`src/rtl/l2wt_pkg.sv`:
```
package l2wt_pkg;

    typedef enum logic [1:0] {
        S_IDLE,
        S_MISS,
        S_FILL,
        S_RESP
    } l2_state_e;

    localparam int unsigned TREE_MAX = 63;

    // Mark the path to 'way' as recently used: each node on the path points away.
    function automatic logic [TREE_MAX-1:0] plru_touch(input logic [TREE_MAX-1:0] tree,
                                                       input int unsigned way,
                                                       input int unsigned levels);
        logic [TREE_MAX-1:0] t;
        int unsigned node;
        logic b;
        t = tree;
        node = 0;
        for (int l = 5; l >= 0; l--) begin
            if (l < int'(levels)) begin
                b = 1'((way >> l) & 32'd1);
                t[node] = ~b;
                node = 2 * node + 1 + 32'(b);
            end
        end
        return t;
    endfunction

    // Follow the node pointers down to the way to replace next.
    function automatic int unsigned plru_victim(input logic [TREE_MAX-1:0] tree,
                                                input int unsigned levels);
        int unsigned node;
        int unsigned v;
        logic b;
        node = 0;
        v = 0;
        for (int l = 5; l >= 0; l--) begin
            if (l < int'(levels)) begin
                b = tree[node];
                v = (v << 1) | 32'(b);
                node = 2 * node + 1 + 32'(b);
            end
        end
        return v;
    endfunction

endpackage

```
`src/rtl/l2wt_wbuf.sv`:
```
module l2wt_wbuf #(
    parameter int unsigned ADDR_W = 16,
    parameter int unsigned DATA_W = 32,
    parameter int unsigned DEPTH  = 4
) (
    input  logic              clk,
    input  logic              rst,
    input  logic              push,
    input  logic [ADDR_W-1:0] push_addr,
    input  logic [DATA_W-1:0] push_data,
    input  logic              pop,
    output logic [ADDR_W-1:0] head_addr,
    output logic [DATA_W-1:0] head_data,
    output logic              empty,
    output logic              full,
    input  logic [ADDR_W-1:0] q_addr,
    output logic              q_hit
);
    localparam int unsigned PTR_W = (DEPTH > 1) ? $clog2(DEPTH) : 1;
    localparam int unsigned CNT_W = $clog2(DEPTH + 1);

    typedef struct packed {
        logic [ADDR_W-1:0] addr;
        logic [DATA_W-1:0] data;
    } wb_entry_t;

    wb_entry_t        ent_q [DEPTH];
    logic [DEPTH-1:0] occ_q;
    logic [PTR_W-1:0] wr_ptr_q, rd_ptr_q;
    logic [CNT_W-1:0] cnt_q;
    logic [DEPTH-1:0] hit_vec;

    function automatic logic [PTR_W-1:0] step(input logic [PTR_W-1:0] p);
        return (p == PTR_W'(DEPTH - 1)) ? '0 : p + 1'b1;
    endfunction

    assign empty     = (cnt_q == '0);
    assign full      = (cnt_q == CNT_W'(DEPTH));
    assign head_addr = ent_q[rd_ptr_q].addr;
    assign head_data = ent_q[rd_ptr_q].data;

    for (genvar i = 0; i < DEPTH; i++) begin : g_match
        assign hit_vec[i] = occ_q[i] && (ent_q[i].addr == q_addr);
    end
    assign q_hit = |hit_vec;

    always_ff @(posedge clk) begin
        if (rst) begin
            occ_q    <= '0;
            wr_ptr_q <= '0;
            rd_ptr_q <= '0;
            cnt_q    <= '0;
            for (int i = 0; i < DEPTH; i++) ent_q[i] <= '0;
        end else begin
            if (push && !full) begin
                ent_q[wr_ptr_q] <= '{addr: push_addr, data: push_data};
                occ_q[wr_ptr_q] <= 1'b1;
                wr_ptr_q        <= step(wr_ptr_q);
            end
            if (pop && !empty) begin
                occ_q[rd_ptr_q] <= 1'b0;
                rd_ptr_q        <= step(rd_ptr_q);
            end
            if ((push && !full) && !(pop && !empty)) cnt_q <= cnt_q + 1'b1;
            else if (!(push && !full) && (pop && !empty)) cnt_q <= cnt_q - 1'b1;
        end
    end
endmodule

```
`src/rtl/l2wt_lookup.sv`:
```
module l2wt_lookup
    import l2wt_pkg::*;
#(
    parameter int unsigned TAG_W = 14,
    parameter int unsigned WAYS  = 8,
    localparam int unsigned WAY_W = $clog2(WAYS)
) (
    input  logic [WAYS-1:0]       way_vld,
    input  logic [WAYS*TAG_W-1:0] way_tags,
    input  logic [TAG_W-1:0]      req_tag,
    input  logic [WAYS-2:0]       tree,
    output logic                  hit,
    output logic [WAY_W-1:0]      hit_way,
    output logic [WAY_W-1:0]      victim
);
    logic [WAYS-1:0]  hit_vec;
    logic             inv_found;
    logic [WAY_W-1:0] inv_way;
    logic [TREE_MAX-1:0] wide_tree;

    for (genvar w = 0; w < WAYS; w++) begin : g_cmp
        assign hit_vec[w] = way_vld[w] && (way_tags[w*TAG_W +: TAG_W] == req_tag);
    end
    assign hit = |hit_vec;

    always_comb begin
        hit_way = '0;
        for (int w = 0; w < WAYS; w++) begin
            if (hit_vec[w]) hit_way = hit_way | WAY_W'(w);
        end
    end

    always_comb begin
        inv_found = 1'b0;
        inv_way   = '0;
        for (int w = WAYS - 1; w >= 0; w--) begin
            if (!way_vld[w]) begin
                inv_found = 1'b1;
                inv_way   = WAY_W'(w);
            end
        end
    end

    always_comb begin
        wide_tree = '0;
        wide_tree[WAYS-2:0] = tree;
    end

    assign victim = inv_found ? inv_way : WAY_W'(plru_victim(wide_tree, WAY_W));
endmodule

```
`src/rtl/l2wt_cache.sv`:
```
module l2wt_cache
    import l2wt_pkg::*;
#(
    parameter int unsigned ADDR_W   = 16,
    parameter int unsigned DATA_W   = 32,
    parameter int unsigned SETS     = 4,
    parameter int unsigned WAYS     = 8,
    parameter int unsigned WB_DEPTH = 4
) (
    input  logic              clk,
    input  logic              rst,
    input  logic              up_valid,
    input  logic              up_rw,
    input  logic [ADDR_W-1:0] up_addr,
    input  logic [DATA_W-1:0] up_wdata,
    output logic [DATA_W-1:0] up_rdata,
    output logic              up_ready,
    output logic              mem_valid,
    output logic              mem_rw,
    output logic [ADDR_W-1:0] mem_addr,
    output logic [DATA_W-1:0] mem_wdata,
    input  logic [DATA_W-1:0] mem_rdata,
    input  logic              mem_ready
);
    localparam int unsigned IDX_W = $clog2(SETS);
    localparam int unsigned TAG_W = ADDR_W - IDX_W;
    localparam int unsigned WAY_W = $clog2(WAYS);

    l2_state_e         state_q;
    logic [ADDR_W-1:0] req_addr_q;
    logic [DATA_W-1:0] rdata_q;
    logic              drain_busy_q;

    logic [TAG_W-1:0]  tag_q  [SETS][WAYS];
    logic [DATA_W-1:0] data_q [SETS][WAYS];
    logic [WAYS-1:0]   vld_q  [SETS];
    logic [WAYS-2:0]   tree_q [SETS];

    logic [ADDR_W-1:0]     cur_addr;
    logic [IDX_W-1:0]      cur_idx;
    logic [TAG_W-1:0]      cur_tag;
    logic [WAYS*TAG_W-1:0] set_tags;
    logic                  lk_hit;
    logic [WAY_W-1:0]      lk_way, lk_victim;

    logic              wb_push, wb_pop, wb_empty, wb_full, wb_match;
    logic [ADDR_W-1:0] wb_head_addr;
    logic [DATA_W-1:0] wb_head_data;

    logic idle_now, fill_active, fill_claim, wr_acc, rd_acc;

    function automatic logic [WAYS-2:0] touch(input logic [WAYS-2:0] t, input logic [WAY_W-1:0] w);
        logic [TREE_MAX-1:0] wide;
        wide = '0;
        wide[WAYS-2:0] = t;
        wide = plru_touch(wide, 32'(w), WAY_W);
        return wide[WAYS-2:0];
    endfunction

    assign idle_now    = (state_q == S_IDLE);
    assign fill_active = (state_q == S_FILL);
    assign cur_addr    = idle_now ? up_addr : req_addr_q;
    assign cur_idx     = cur_addr[IDX_W-1:0];
    assign cur_tag     = cur_addr[ADDR_W-1:IDX_W];

    always_comb begin
        for (int w = 0; w < WAYS; w++) set_tags[w*TAG_W +: TAG_W] = tag_q[cur_idx][w];
    end

    l2wt_lookup #(.TAG_W(TAG_W), .WAYS(WAYS)) u_lookup (
        .way_vld (vld_q[cur_idx]),
        .way_tags(set_tags),
        .req_tag (cur_tag),
        .tree    (tree_q[cur_idx]),
        .hit     (lk_hit),
        .hit_way (lk_way),
        .victim  (lk_victim)
    );

    assign wr_acc  = idle_now && up_valid && up_rw && !wb_full;
    assign rd_acc  = idle_now && up_valid && !up_rw;
    assign wb_push = wr_acc;
    assign wb_pop  = drain_busy_q && mem_ready;

    l2wt_wbuf #(.ADDR_W(ADDR_W), .DATA_W(DATA_W), .DEPTH(WB_DEPTH)) u_wbuf (
        .clk      (clk),
        .rst      (rst),
        .push     (wb_push),
        .push_addr(up_addr),
        .push_data(up_wdata),
        .pop      (wb_pop),
        .head_addr(wb_head_addr),
        .head_data(wb_head_data),
        .empty    (wb_empty),
        .full     (wb_full),
        .q_addr   (cur_addr),
        .q_hit    (wb_match)
    );

    // A pending fill keeps new drains off the port once no matching write remains.
    assign fill_claim = ((state_q == S_MISS) && !wb_match) || fill_active;

    always_ff @(posedge clk) begin
        if (rst) begin
            drain_busy_q <= 1'b0;
        end else if (wb_pop) begin
            drain_busy_q <= 1'b0;
        end else if (!drain_busy_q && !wb_empty && !fill_claim) begin
            drain_busy_q <= 1'b1;
        end
    end

    assign mem_valid = drain_busy_q || fill_active;
    assign mem_rw    = drain_busy_q;
    assign mem_addr  = drain_busy_q ? wb_head_addr : req_addr_q;
    assign mem_wdata = drain_busy_q ? wb_head_data : '0;

    always_ff @(posedge clk) begin
        if (rst) begin
            state_q    <= S_IDLE;
            req_addr_q <= '0;
            rdata_q    <= '0;
            for (int s = 0; s < SETS; s++) begin
                vld_q[s]  <= '0;
                tree_q[s] <= '0;
                for (int w = 0; w < WAYS; w++) begin
                    tag_q[s][w]  <= '0;
                    data_q[s][w] <= '0;
                end
            end
        end else begin
            unique case (state_q)
                S_IDLE: begin
                    if (wr_acc) begin
                        if (lk_hit) begin
                            data_q[cur_idx][lk_way] <= up_wdata;
                            tree_q[cur_idx]         <= touch(tree_q[cur_idx], lk_way);
                        end
                        state_q <= S_RESP;
                    end else if (rd_acc) begin
                        req_addr_q <= up_addr;
                        if (lk_hit) begin
                            rdata_q         <= data_q[cur_idx][lk_way];
                            tree_q[cur_idx] <= touch(tree_q[cur_idx], lk_way);
                            state_q         <= S_RESP;
                        end else begin
                            state_q <= S_MISS;
                        end
                    end
                end
                S_MISS: begin
                    if (!wb_match && !drain_busy_q) state_q <= S_FILL;
                end
                S_FILL: begin
                    if (mem_ready) begin
                        tag_q[cur_idx][lk_victim]  <= cur_tag;
                        data_q[cur_idx][lk_victim] <= mem_rdata;
                        vld_q[cur_idx][lk_victim]  <= 1'b1;
                        tree_q[cur_idx]            <= touch(tree_q[cur_idx], lk_victim);
                        rdata_q                    <= mem_rdata;
                        state_q                    <= S_RESP;
                    end
                end
                S_RESP: state_q <= S_IDLE;
                default: state_q <= S_IDLE;
            endcase
        end
    end

    assign up_ready = (state_q == S_RESP);
    assign up_rdata = rdata_q;
endmodule

```
`config.mk`:
```
export PLATFORM = sky130hd
export DESIGN_NAME = l2wt_cache
export DESIGN_NICKNAME = d
export VERILOG_FILES = /design/src/rtl/l2wt_pkg.sv /design/src/rtl/l2wt_wbuf.sv /design/src/rtl/l2wt_lookup.sv /design/src/rtl/l2wt_cache.sv
export SDC_FILE = /design/constraint.sdc
export NUM_CORES = 2
export LEC_CHECK = 0
export BUFFER_PORTS_ARGS = -buffer_cell sky130_fd_sc_hd__buf_2
export CAP_MARGIN = 20
export CORE_MARGIN = 8
export CORE_UTILIZATION = 50
export CTS_CLUSTER_SIZE = 25
export DETAILED_ROUTE_END_ITERATION = 7
export PLACE_DENSITY = 0.68
export SYNTH_ARGS = -nofsm -noshare
export SYNTH_HDL_FRONTEND = slang
export SYNTH_SLANG_ARGS = --single-unit
```
`constraint.sdc`:
```
create_clock -name clk -period 7.4 [get_ports clk]
set_clock_uncertainty 0.2 [all_clocks]
set_input_delay 2.22 -clock clk [delete_from_list [all_inputs] [get_ports clk]]
set_output_delay 2.22 -clock clk [all_outputs]
set_load 0.1 [all_outputs]
```
# Word-level counts from Yosys, hierarchy flattened
# Memory sizes are Yosys's and may differ from the RTL's. A register that Yosys moved wholly into a read port is not among the register bits.
# Cells that the tools add are included.
[op_classes] add_sub_neg=15 n_mul=0 div=0 n_lt_le_gt_ge=24 n_eq_ne=24 n_shift=0 mux=438 bitwise_logic=272 n_reduce_logical=61
[ops] op="2-to-1 mux 256 bit" count=4
[ops] op="2-to-1 mux 32 bit" count=32
[ops] op="2-to-1 mux 63 bit" count=12
[ops] op="bitwise mux 63 bit" count=6
[ops] op="2-to-1 mux 112 bit" count=3
[ops] op="2-to-1 mux 1 bit" count=308
[ops] op="OR 1 bit" count=258
[ops] op="less-than comparator 32 x 7 -> 1 bit (second input constant)" count=8
[ops] op="OR reduction 256 bit" count=1
[ops] op="demux 32 bit (select 3 bit)" count=2
[ops] op=">= comparator 32 x 1 -> 1 bit (second input constant)" count=6
[ops] op="adder 32 x 1 -> 32 bit" count=4
[ops] op="adder 32 x 1 -> 32 bit (second input constant)" count=4
[ops] op="equality test 14 bit" count=8
[ops] op="OR reduction 112 bit" count=1
[ops] op="2-to-1 mux 7 bit" count=15
[ops] op="binary-select mux 32 bit (select 3 bit)" count=1
[ops] op="equality test 16 bit" count=4
[ops] op="case mux 32 bit (2 select lines)" count=1
[ops] op="2-to-1 mux 48 bit" count=1
[ops] op="OR reduction 48 bit" count=1
[ops] op="2-to-1 mux 3 bit" count=15
[ops] op="demux 14 bit (select 3 bit)" count=1
[ops] op="demux 1 bit (select 6 bit)" count=6
[ops] op="44 further kinds" count=132
[word_totals] regBits=62 latchBits=0 ram_bits=1724 mem_bits_ro=0 in_bits=85 output_inout_bits=83 n_memories=5
[memory_table] memory="data_q" words=4 word_bits=256 read_ports=1 rd_ports_with_merged_regs=0 wr=4 line_no="l2wt_cache.sv:35" text="logic [DATA_W-1:0] data_q [SETS][WAYS];"
[memory_table] memory="tag_q" words=4 word_bits=112 read_ports=1 rd_ports_with_merged_regs=0 wr=4 line_no="l2wt_cache.sv:34" text="logic [TAG_W-1:0] tag_q [SETS][WAYS];"
[memory_table] memory="u_wbuf.ent_q" words=4 word_bits=48 read_ports=5 rd_ports_with_merged_regs=1 wr=4 line_no="l2wt_wbuf.sv:27" text="wb_entry_t ent_q [DEPTH];"
[memory_table] memory="vld_q" words=4 word_bits=8 read_ports=1 rd_ports_with_merged_regs=0 wr=4 line_no="l2wt_cache.sv:36" text="logic [WAYS-1:0] vld_q [SETS];"
[memory_table] memory="tree_q" words=4 word_bits=7 read_ports=1 rd_ports_with_merged_regs=0 wr=4 line_no="l2wt_cache.sv:37" text="logic [WAYS-2:0] tree_q [SETS];"

# Longest topological paths before layout
# An unclocked memory read counts as a cell.
[depth] ltp_word=38 depth_mapped=21 ltp_nobuf=13

# Modules after synthesis
# Synthesis repeated with hierarchy kept, for this count alone.
[hier_totals] cells_unflattened=6995 hier_area_um2=82708.1
[by_module_without_submodules] mod="l2wt_cache" n_inst=1 cells_each=6160 area_each_um2=71479.8 seq_area_each_um2=47025.1
[by_module_without_submodules] mod="l2wt_wbuf" n_inst=1 cells_each=633 area_each_um2=9734.3 seq_area_each_um2=6025.8
[by_module_without_submodules] mod="l2wt_lookup" n_inst=1 cells_each=202 area_each_um2=1493.9 seq_area_each_um2=0.0

# Worst setup path before layout
# No wires, ideal clock.
[synth_path] kind="input -> register" start="input port up_addr[0]" end="memory data_q[2][160] (netlist name) (enable)" arrival_time_ps=6515 slack_ps=295 path_stages=18 n_path_buf=8 path_cell_list="buf_2 -> mux2i_4 -> buf_8 -> buf_6 -> buf_6 -> buf_4 -> mux2i_1 -> xor2_1 -> nand3_1 -> or4_1 -> nand2_4 -> or4b_1 -> buf_2 -> o21a_1 -> or2_1 -> buf_2 -> buf_6 -> nand2_1"
[synth_lines] item="start, declared" line_no="l2wt_cache.sv:14" text="input logic [ADDR_W-1:0] up_addr,"
[synth_lines] item="end, declared" line_no="l2wt_cache.sv:35"

==> impl_results.md <==
* Main combinational cell family by area after synthesis: multiplexers
* Crit Path Category: in2reg
* Synth Net Count at ~6500
* WL/cell at around 32 um
* Initial Utilization at between 50% and 60%
* HP Class: reg2reg
* Slew margin rel. at about a quarter
* Pin count of the biggest net entering global routing at between 100 and 150
* Post-synthesis to final-layout area growth at 13.11%
* Post-CTS Hold Fix Bufs at 0
* Fin. Hold Viols at 0
* Site Rows at 150
* Async set-reset flop share out of synthesis at 0%
* Maximum fanout along the worst path at 39
* Setup crit end kind: flip-flop
* Share of layout cells above drive strength 1 at approximately a fifth
* Status: completed
* Clk buf depth at 3
* Synth Warn # at 0
* Clock Latency Late Sink at around 840 ps
* Ports at between 150 and 200
* Cell Area, Placed at just under 0.09 mm^2
* Synthesized area at about 0.084 mm^2
* Slew @ Worst Pin at about 1100 ps
* Setup TNS at 0 ps
* First-pass GRT wire length at around 400000 um
* Routed vias/inst at 6.419
* RSZ-0062 raised after global routing: no
* CTS tree: built
* Post-CTS Setup Inserts at 0
* CTS H-tree depth at 4
* Fmax at 0.1516 GHz
* Syn avg cell area at between 10 and 15 um^2
* Simple-Gate Fraction of Synth Area at around an eighth
* Vias in the first global route at 55386
* Post-route ant nets at 0
* CP Launch Type: input pin
* Leakage at about 0.036 uW
* Unique masters post-synth at 93
* Routed via count at between 50000 and 60000
* Die W at 425.9 um
* Post-Synth XOR/XNOR Area at between 2 and 2.5%
* Initial antenna violation count at 20
* DRC violations left at 0
* Die ar. at around 0.18 mm^2
* RePlAce Congestion at a little under 1
* Post-synthesis sequential element count at 1788
* GRT overflow at 0
* Synthesized instance count at around 6400
* Half-perimeter wire length after detailed placement at around 180000 um
* Clock-pin slew of the registers on the worst-case setup and hold paths at 60 ps
* Post-Synth Adder-Cell Area at less than 1%
* Top_reg_cell synth: edfxtp_1
* WP data required at ~7700 ps
* Post_cts resized at 0
* Core ar. at ~0.17 mm^2
* Design Area, Final at ~0.095 mm^2
* Maxcap violations at 0
* Root Buffer Master: clkbuf_16
* Chip Height at 425.9 um
* Tot GR Track Use at between 30 and 40%
* Mux contribution to synthesized area at between 10 and 15%
* Initial DRC Count at 8398
* Final wirelength at about 280000 um
* Final setup violation count at 0
* Fin. max-slew vios at 0
* Number of CTS-inserted buffers at 189
* Pwr Density at ~320 mW/mm^2
* Nets at 6667
* Clock Sinks at about 1800
* Port Buffers at between 150 and 200
* VDD IR max at 0.0002647 V
* Min cycle time layout at between 6000 and 7000 ps
* DRT Pass-1 Iters at 6
* Post-route clock period utilization at between 80% and 90%
* Crit path DAT at 6910 ps
* Number of synthesized flops with an enable pin at 1724
* Compound-Gate Fraction of Synth Area at under 10%
* Seq/Total Area, Yosys at 63.14%
## kinds of logic after synthesis
| kind of cell | after synthesis |
|---|---|
| and+or+nand+nor | 2480 |
| DFF | 1788 |
| muxes | 812 |
| buffers and inverters | 628 |
| AOI/OAI and AO/OA | 481 |
| xor gates and xnor gates | 202 |
| adders and majority gates | 15 |
## registers in the layout, indices dropped and copies added, names as in the netlist, named ones only
| name | cells |
|---|---|
| data_q | 1024 |
| tag_q | 448 |
| u_wbuf.ent_q | 192 |
| up_rdata | 32 |
| vld_q | 32 |
| tree_q | 28 |
| req_addr_q | 16 |
| u_wbuf.occ_q | 4 |
| u_wbuf.cnt_q | 3 |
| state_q | 2 |
| u_wbuf.rd_ptr_q | 2 |
| u_wbuf.wr_ptr_q | 2 |
| mem_rw | 1 |
## cells in the final DEF, fill, tap and decap left out, types with 14 or more instances in the layout
cell and count:
edfxtp_1 1724, nor2_1 1534, mux2i_1 428, nand2_1 387, mux4_2 330, buf_4 303, clkbuf_16 192, and2_1 183
xnor2_1 169, buf_2 168, o21ai_0 156, a21oi_1 93, inv_1 61, dfxtp_1 61, buf_12 59, and3_1 58
clkbuf_1 57, nor3_1 55, nand4_1 54, o221ai_1 48, nand3_1 43, clkinv_1 42, mux2_2 37, nand2b_1 34
xor2_1 33, nor4_1 27, o21ai_1 24, clkinv_2 22, o211ai_1 21, or2_2 20, a32oi_1 20, nand4b_1 18
mux2i_4 16, o21a_1 16, diode_2 15, a31o_2 15, clkbuf_8 14
## area by class of cell
type                            instances  area, um^2
Multi-Input combinational cell       3990       28500
Inverter                               64       245.2
Timing Repair Buffer                  534        4370
Antenna cell                           15       37.54
Fill cell                           13320       72010
Clock inverter                         95       847.1
Clock buffer                          263        5211
Tap cell                             2204        2758
Sequential cell                      1788       53060
## routing by layer
layer | global-route usage (%) | wire, um | vias to the layer above
met1 | 38.67 | 97110 | 28783
met4 | 18.04 | 20030 | 10
met3 | 7.932 | 35680 | 905
met5 | 0 | 74 | -
li1 | - | - | 23679
met2 | 47.27 | 129900 | 4090
## where the power goes
part           internal (uW)  switching [uW]
registers              11500             198
clock network           5340            4060
logic                   3150            5680
## synthesized netlist by cell type (all sizes together) (54+ instances only)
library cell,number,area [um^2]
a21oi,93,465.5
and2,183,1145
and3,58,362.9
buf,176,1076
clkbuf,387,1493
dfxtp,64,1281
edfxtp,1724,51770
inv,62,232.7
mux2i,444,4464
mux4,330,7432
nand2,391,1478
nand4,54,337.8
nor2,1534,5758
nor3,59,295.3
o21ai,180,900.9
xnor2,169,1480
## worst max-delay path, cell delays in order
cell and delay [ps]:
buf_2 150, mux2i_4 220, buf_12 190, buf_12 270, buf_4 290, mux2i_1 240, xnor2_1 80, nor3_1 460
o211ai_1 210, or4_1 610, nand4_1 280, inv_2 220, o31ai_2 690, nand2_1 210, nand2_1 180, buf_12 260
## worst paths after layout
path	startpoint	to	slack [ps]	cells past startpoint
setup reg to reg	state_q[0]	data_q[3][209]	930	18
hold / removal	req_addr_q[14]	req_addr_q[14]	300	2
hold reg to reg	req_addr_q[14]	req_addr_q[14]	300	2
setup / recovery	up_addr[0]	data_q[3][27]	800	16
## per-stage QoR
| step | total power [uW] | utilization, % | cells | hold slack (ps) | setup WS (ps) |
|---|---|---|---|---|---|
| 3_3_place_gp | 20520 | 53.19 | 8575 | 284.2 | 66.34 |
| 3_5_place_dp | 20570 | 53.20 | 8576 | 291.3 | 113.4 |
| 4_1_cts | 29830 | 56.83 | 8934 | 305.3 | 972.7 |
| 5_1_grt | 30640 | 56.87 | 8942 | 320.4 | 735.3 |
| 6_report | 29950 | 56.89 | 8953 | 304.4 | 804.3 |
| 2_1_floorplan | 17380 | - | 6406 | 246.2 | 295.3 |
Power figures use the tool's default switching activity.
